### config.mk
export PLATFORM = sky130hd
export DESIGN_NAME = xcvr_bus
export DESIGN_NICKNAME = d
export VERILOG_FILES = /design/src/rtl/xcvr_pkg.sv /design/src/rtl/xcvr_ctrl.sv /design/src/rtl/xcvr_path.sv /design/src/rtl/xcvr_bus.sv
export SDC_FILE = /design/constraint.sdc
export NUM_CORES = 1
export LEC_CHECK = 0
export CAP_MARGIN = 20
export CORE_ASPECT_RATIO = 1.75
export CORE_MARGIN = 5
export CORE_UTILIZATION = 37
export DETAILED_ROUTE_END_ITERATION = 16
export PLACE_DENSITY = 0.77
export SYNTH_ARGS = -nofsm -noshare
export SYNTH_HDL_FRONTEND = slang
export SYNTH_SLANG_ARGS = --single-unit
### constraint.sdc
create_clock -name clk -period 1.2 [get_ports clk]
set_input_delay 0.24 -clock clk [delete_from_list [all_inputs] [get_ports clk]]
set_output_delay 0.24 -clock clk [all_outputs]
set_load 0.02 [all_outputs]
### src/rtl/xcvr_pkg.sv
package xcvr_pkg;
  parameter int SLICE_W = 8;
  parameter int SLICES  = 2;
  localparam int BUS_W  = SLICE_W * SLICES;

  // strobes handed from a slice's control to its datapath
  typedef struct packed {
    logic loadAb;   // write A-side data into the A-to-B bank
    logic loadBa;   // write B-side data into the B-to-A bank
    logic passAb;   // A-to-B bank is transparent
    logic passBa;   // B-to-A bank is transparent
    logic driveAb;  // present data on side B
    logic driveBa;  // present data on side A
  } xcvr_strobe_t;
endpackage

### src/rtl/xcvr_ctrl.sv
module xcvr_ctrl
  import xcvr_pkg::*;
(
  input  logic         clk,
  input  logic         rstN,
  input  logic         enAbN,
  input  logic         leAbN,
  input  logic         oeAbN,
  input  logic         enBaN,
  input  logic         leBaN,
  input  logic         oeBaN,
  output xcvr_strobe_t strb,
  output logic         fight
);
  // previous-cycle copies of the edge-sensitive controls; index 0 = AB, 1 = BA
  logic [1:0] enQ, leQ;
  logic [1:0] enNow, leNow, oeNow;
  logic [1:0] rise, pass, wantDrive;

  assign enNow = {enBaN, enAbN};
  assign leNow = {leBaN, leAbN};
  assign oeNow = {oeBaN, oeAbN};

  always_ff @(posedge clk or negedge rstN) begin
    if (!rstN) begin
      enQ <= 2'b11;
      leQ <= 2'b11;
    end else begin
      enQ <= enNow;
      leQ <= leNow;
    end
  end

  for (genvar d = 0; d < 2; d++) begin : g_dir
    assign rise[d]      = (leNow[d] & ~leQ[d]) | (enNow[d] & ~enQ[d]);
    assign pass[d]      = ~enNow[d] & ~leNow[d];
    assign wantDrive[d] = ~enNow[d] & ~oeNow[d] & rstN;
  end

  assign fight = wantDrive[0] & wantDrive[1];

  always_comb begin
    strb.loadAb  = pass[0] | rise[0];
    strb.loadBa  = pass[1] | rise[1];
    strb.passAb  = pass[0];
    strb.passBa  = pass[1];
    strb.driveAb = wantDrive[0] & ~fight;
    strb.driveBa = wantDrive[1] & ~fight;
  end

  // a latch-enable rising edge must always produce a load strobe
  AST_LE_EDGE_LOADS: assert property (@(posedge clk) disable iff (!rstN)
    (leAbN && !$past(leAbN)) |-> strb.loadAb);
endmodule

### src/rtl/xcvr_path.sv
module xcvr_path
  import xcvr_pkg::*;
#(
  parameter int W = SLICE_W
) (
  input  logic         clk,
  input  logic         rstN,
  input  xcvr_strobe_t strb,
  input  logic [W-1:0] aIn,
  input  logic [W-1:0] bIn,
  output logic [W-1:0] aOut,
  output logic [W-1:0] aOe,
  output logic [W-1:0] bOut,
  output logic [W-1:0] bOe
);
  logic [W-1:0] bankAb, bankBa;
  logic [W-1:0] valAb, valBa;

  always_ff @(posedge clk or negedge rstN) begin
    if (!rstN) begin
      bankAb <= '0;
      bankBa <= '0;
    end else begin
      if (strb.loadAb) bankAb <= aIn;
      if (strb.loadBa) bankBa <= bIn;
    end
  end

  assign valAb = strb.passAb ? aIn : bankAb;
  assign valBa = strb.passBa ? bIn : bankBa;

  assign bOe  = {W{strb.driveAb}};
  assign aOe  = {W{strb.driveBa}};
  assign bOut = strb.driveAb ? valAb : '0;
  assign aOut = strb.driveBa ? valBa : '0;

  AST_CAPTURE_AB: assert property (@(posedge clk) disable iff (!rstN)
    strb.loadAb |=> bankAb == $past(aIn));
  AST_CAPTURE_BA: assert property (@(posedge clk) disable iff (!rstN)
    strb.loadBa |=> bankBa == $past(bIn));
  AST_HOLD_AB: assert property (@(posedge clk) disable iff (!rstN)
    !strb.loadAb |=> $stable(bankAb));
  AST_HOLD_BA: assert property (@(posedge clk) disable iff (!rstN)
    !strb.loadBa |=> $stable(bankBa));
endmodule

### src/rtl/xcvr_bus.sv
module xcvr_bus
  import xcvr_pkg::*;
(
  input  logic               clk,
  input  logic               rstN,
  input  logic [BUS_W-1:0]   aIn,
  input  logic [BUS_W-1:0]   bIn,
  input  logic [SLICES-1:0]  enAbN,
  input  logic [SLICES-1:0]  leAbN,
  input  logic [SLICES-1:0]  oeAbN,
  input  logic [SLICES-1:0]  enBaN,
  input  logic [SLICES-1:0]  leBaN,
  input  logic [SLICES-1:0]  oeBaN,
  output logic [BUS_W-1:0]   aOut,
  output logic [BUS_W-1:0]   aOe,
  output logic [BUS_W-1:0]   bOut,
  output logic [BUS_W-1:0]   bOe,
  output logic [SLICES-1:0]  busFight
);
  localparam int W = SLICE_W;

  for (genvar h = 0; h < SLICES; h++) begin : g_slice
    xcvr_strobe_t strb;

    xcvr_ctrl u_ctrl (
      .clk   (clk),
      .rstN  (rstN),
      .enAbN (enAbN[h]),
      .leAbN (leAbN[h]),
      .oeAbN (oeAbN[h]),
      .enBaN (enBaN[h]),
      .leBaN (leBaN[h]),
      .oeBaN (oeBaN[h]),
      .strb  (strb),
      .fight (busFight[h])
    );

    xcvr_path #(.W(W)) u_path (
      .clk  (clk),
      .rstN (rstN),
      .strb (strb),
      .aIn  (aIn[h*W +: W]),
      .bIn  (bIn[h*W +: W]),
      .aOut (aOut[h*W +: W]),
      .aOe  (aOe[h*W +: W]),
      .bOut (bOut[h*W +: W]),
      .bOe  (bOe[h*W +: W])
    );

    AST_TRANSPARENT_AB: assert property (@(posedge clk) disable iff (!rstN)
      (!enAbN[h] && !leAbN[h] && !oeAbN[h] && (enBaN[h] || oeBaN[h]))
        |-> (bOut[h*W +: W] == aIn[h*W +: W]) && (&bOe[h*W +: W]));
    AST_DISABLED_B: assert property (@(posedge clk) disable iff (!rstN)
      (enAbN[h] || oeAbN[h]) |-> bOe[h*W +: W] == '0);
    AST_DISABLED_A: assert property (@(posedge clk) disable iff (!rstN)
      (enBaN[h] || oeBaN[h]) |-> aOe[h*W +: W] == '0);
    AST_FIGHT_FLAG: assert property (@(posedge clk) disable iff (!rstN)
      (!enAbN[h] && !oeAbN[h] && !enBaN[h] && !oeBaN[h]) |-> busFight[h]);
    AST_FIGHT_QUIET: assert property (@(posedge clk) disable iff (!rstN)
      busFight[h] |-> (aOe[h*W +: W] == '0) && (bOe[h*W +: W] == '0));
  end

  always_comb begin
    if (!rstN) AST_RESET_QUIET: assert (aOe == '0 && bOe == '0);
  end
endmodule

# == Yosys cells after proc, flatten, opt, wreduce, memory -nomap -nowiden ==
# Cells that the tools add are included.
# totals
input_bits,46
wordCells,72
register_bits,40
output_inout_bits,66
# classes
bitwise_logic,56
mux,8
# op_table
operator,count
$mux W8,8
$and A1 B1 Y1,26
$not A1 Y1,22
$or A1 B1 Y1,8

# == Longest topological paths before layout ==
# logic_depth
depth_word,7
ltp_mapped,5
ltp_nobuf,3

# == Cells and area by module ==
# Synthesis repeated with hierarchy kept, for this count alone.
# hier_totals
hier_cells,202
area_unflattened_um2,2494.9
# modules_own_cells
module,seq_area_each_um2,n_inst,area_each_um2,cells_each
xcvr_path,400.4,2,1066.0,84
xcvr_ctrl,105.1,2,181.4,17

# == Worst setup path before layout ==
# No wires, ideal clock.
# synth_timing
path_type,input port to output port
from,in enAbN[0]
to,out aOut[0]
required_time_ns,0.960
stages,4
n_path_buf,1
t_arrival_ns,1.133
slack_ns,-0.173
path_cell_list,clkbuf_2 -> nor2_1 -> nand3b_1 -> a21oi_1
# synth_via
elab_chain_len,7
# synth_rtl
item,line,source
start: declaration,xcvr_bus.sv:8,"input logic [SLICES-1:0] enAbN,"
$not A1 Y1,xcvr_ctrl.sv:37,assign wantDrive[d] = ~enNow[d] & ~oeNow[d] & rstN;
$and A1 B1 Y1 (2 in series),xcvr_ctrl.sv:37,
$and A1 B1 Y1,xcvr_ctrl.sv:40,assign fight = wantDrive[0] & wantDrive[1];
$not A1 Y1,xcvr_ctrl.sv:48,strb.driveBa = wantDrive[1] & ~fight;
$and A1 B1 Y1,xcvr_ctrl.sv:48,
$mux W8,xcvr_path.sv:35,assign aOut = strb.driveBa ? valBa : '0;
end: declaration,xcvr_bus.sv:14,"output logic [BUS_W-1:0] aOut,"
# Every way passes these cells.

# == Worst setup path after layout ==
# layout_timing
from,reg g_slice[1].u_ctrl.enQ[1]
to,reg g_slice[1].u_path.bankBa[4]
# layout_via
elab_chain_len,4
# layout_rtl
item,line,source
start: declaration,xcvr_ctrl.sv:16,"logic [1:0] enQ, leQ;"
start signal: assignment,xcvr_ctrl.sv:29,enQ <= enNow;
$not A1 Y1,xcvr_ctrl.sv:35,assign rise[d] = (leNow[d] & ~leQ[d]) | (enNow[d] & ~enQ[d]);
$and A1 B1 Y1,xcvr_ctrl.sv:35,
$or A1 B1 Y1,xcvr_ctrl.sv:35,
$or A1 B1 Y1,xcvr_ctrl.sv:44,strb.loadBa = pass[1] | rise[1];
end signal: assignment,xcvr_path.sv:25,if (strb.loadBa) bankBa <= bIn;
end: declaration,xcvr_path.sv:16,"logic [W-1:0] bankAb, bankBa;"
# Every way passes these cells.
# A chain may end at the register's enable or synchronous reset.

==> Implementation_results.wiki <==
{| class="wikitable"
! Metric !! Value
|-
| Worst R2R Path Depth || 4
|-
| Pre-CTS setup slack || -1.102 ns
|-
| Required time of the critical path || 1.38 ns
|-
| Source-to-sink clock delay at the later pin of the worst-skew pair || 0.29 ns
|-
| Final Power || 4.104 mW
|-
| Count of endpoints failing setup in the final report || 96
|-
| Final HPWL DP || 5.097 mm
|-
| Clock root buffer master || clkbuf_8
|-
| Initial core utilization || 38.08%
|-
| Count of input and output buffers || 111
|-
| Area share of the largest cell type after synthesis || 34.02%
|-
| Leakage power total || 1.989 nW
|-
| Max rail drop VDD || 0.7293 mV
|-
| Max Freq || 727.1 MHz
|-
| Setup repair after global routing missed its margin || true
|-
| Most common library cell in the layout ignoring fill and taps || buf_6
|-
| Share of the clock period used by the worst path after layout || 114.6%
|-
| Minimum clock period after layout || 1.375 ns
|-
| List of cells traversed by the critical path || nor2b_4 > nor3_4 > buf_12 > mux2_4
|-
| Post-synthesis to final-layout area growth || 92.45%
|-
| Yosys warning total || 0
|-
| PnR worst setup slack || -0.1753 ns
|-
| Leading cell types in the layout, fill and taps excluded || buf_6 (78), buf_4 (37), mux2_4 (32), dfrtp_1 (32), dlygate4sd2_1 (27)
|-
| Worst hold margin || 0.03021 ns
|-
| Sum Neg Setup Slack || -9.752 ns
|-
| Number of vias after detailed routing || 2294
|-
| Pwr Density || 906.1 nW/µm²
|-
| Crit start category || register
|-
| Avg WL per Cell || 17.73 µm
|-
| Final weighted congestion in routability-driven placement || 0.8192
|-
| Data arrival time at the worst-slack endpoint || 1.56 ns
|-
| Tot GR Track Use || 18.56%
|-
| Layout net count || 418
|-
| Violated checks || negative setup slack
|-
| I/O pin count || 112
|-
| TritonCTS buffer count || 5
|-
| Vertical die dimension || 115.5 µm
|-
| Die extent in x || 70.29 µm
|-
| Number of H-tree levels || 2
|-
| Syn_nets || 287
|-
| Starting DRC count in detailed routing || 100
|-
| Post-synthesis instance total || 241
|-
| Per-instance average area after synthesis || 9.766 µm²
|-
| # rows || 38
|-
| Master of the slowest instance on the critical path || dfstp_2
|-
| Final instance area || 4529 µm²
|-
| Largest fanout on the critical path || 7
|-
| Placed standard-cell area || 3633 µm²
|-
| Number of global-route vias before repair || 2541
|-
| CP Class || register to register
|-
| Detailed-route wire length || 8.033 mm
|-
| Remaining routing DRC violations || 0
|-
| Pre-Repair DR Iteration Count || 4
|-
| Class of the tightest hold or removal check || input pin to async pin
|-
| Maximum number of pins on one net before global-route repair || 25
|-
| Slew Limit Fails || 0
|-
| Num Clock Sinks || 40
|-
| Total congestion overflow || 0
|-
| Post-synthesis sequential area ratio || 42.96%
|-
| Vias/cell || 5.064
|-
| Initial antenna violation count || 0
|-
| Unique masters post-synth || 18
|-
| First-pass GRT wire length || 12.10 mm
|-
| Status || complete, but fails checks
|-
| CTS max path bufs || 2
|-
| Setup crit end kind || register
|-
| Top cell type by total area after synthesis || dfrtp_1
|-
| Top area cells in the synthesized netlist || dfrtp_1 (34%), mux2_2 (15%), buf_4 (11%)
|-
| Max capacitance violation total || 0
|-
| Ratio of cells with drive above 1 in the final layout || 72.65%
|-
| Slew headroom || 78.09%
|-
| Tightest Pin Transition || 0.3287 ns
|-
| Remaining number of nets flagged by the antenna check after routing || 0
|-
| Number of flip-flops and latches in the synthesized netlist || 40
|-
| Clock input transition at the sequential cells of the worst setup and hold paths || 0.08 ns
|-
| Worst Clk Skew || 0.004308 ns
|-
| Delay of the slowest critical-path stage || 0.55 ns
|-
| CTS tree || yes
|-
| Number of antenna diodes || 0
|-
| Die area || 8119 µm²
|-
| Area of the mapped netlist || 2354 µm²
|-
| Placeable Area || 6181 µm²
|-
| Endpoints failing hold || 0
|}
==> path summary, 6_finish.rpt <==
check / start / endpoint / slack, ns
worst min register to register: g_slice[1].u_path.bankAb[3] / g_slice[1].u_path.bankAb[3] / 0.51
max in group asynchronous: rstN / g_slice[0].u_ctrl.leQ[0] / 0.86
worst max-delay path: g_slice[1].u_ctrl.enQ[1] / g_slice[1].u_path.bankBa[4] / -0.18
worst min-delay path: rstN / g_slice[1].u_path.bankBa[2] / 0.03
min in group clk: enAbN[1] / g_slice[1].u_ctrl.enQ[0] / 0.21
worst max register to register: g_slice[1].u_ctrl.enQ[1] / g_slice[1].u_path.bankBa[4] / -0.18
==> report_power, final <==
group,internal (mW),switching [mW]
clock,0.615,0.479
sequential,1.51,0.107
combinational,0.753,0.644
total,2.87,1.23
==> area by class of cell <==
class | instances | area (µm²)
clock inverter | 3 | 42.54
timing repair buffer | 163 | 1639
fill | 399 | 1652
tap | 80 | 100.1
inverter | 4 | 45.04
sequential | 40 | 1011
clock buffer | 5 | 68.82
multi-input combinational | 158 | 1623
==> what timing repair did <==
item,in CTS,in global routing
hold buffers,0,0
setup buffers,6,9
pin swaps,33,22
gates resized for setup,594,66
endpoints found under the setup margin,98,98
gates cloned,9,0
==> per-layer routing <==
metal	global-route usage, %	up-vias	wire length, µm
met5	0	-	0
met4	9.974	0	228
met3	3.385	20	393
met2	34.98	87	4649
met1	19.08	1125	2762
li1	-	1062	-
==> synth_stat cells <==
| library cell | number |
|---|---|
| buf_4 | 34 |
| a21oi_1 | 32 |
| dfrtp_1 | 32 |
| mux2_2 | 32 |
| nand2_1 | 32 |
| o21ai_0 | 32 |
| dfstp_2 | 8 |
| buf_2 | 4 |
| clkbuf_2 | 4 |
| inv_1 | 4 |
| nand3b_1 | 4 |
| nor2_1 | 4 |
| nor2_2 | 4 |
| nor2b_1 | 4 |
| nor2b_4 | 4 |
| nor3_4 | 4 |
| and3_1 | 2 |
| clkbuf_1 | 1 |
==> worst max-delay path, delay by kind of cell, from the launching register on <==
kind                   cells  cell delay [ns]
flip-flops                 1             0.55
AND/OR/NAND/NOR            2             0.25
buffers and inverters      1             0.16
multiplexers               1             0.30
==> through the flow <==
step           cells  utilization (%)
6_report         453            73.28
5_1_grt          453            73.28
4_1_cts          444            67.83
3_5_place_dp     421            58.79
3_3_place_gp     421            58.79
2_1_floorplan    241                -
==> logic make-up after synthesis <==
kind of cell    after synthesis  share of synthesized area (%)
flops                        40                          42.96
compound gates               64                          13.61
simple gates                 58                          14.78
mux                          32                          15.31
buf+inv                      47                          13.34
==> state kept, by name, summed over array words and instances (netlist names) <==
| signal | flops |
|---|---|
| g_slice.u_path.bankAb | 16 |
| g_slice.u_path.bankBa | 16 |
| g_slice.u_ctrl.enQ | 4 |
| g_slice.u_ctrl.leQ | 4 |
(Power assumes the default switching activity.)
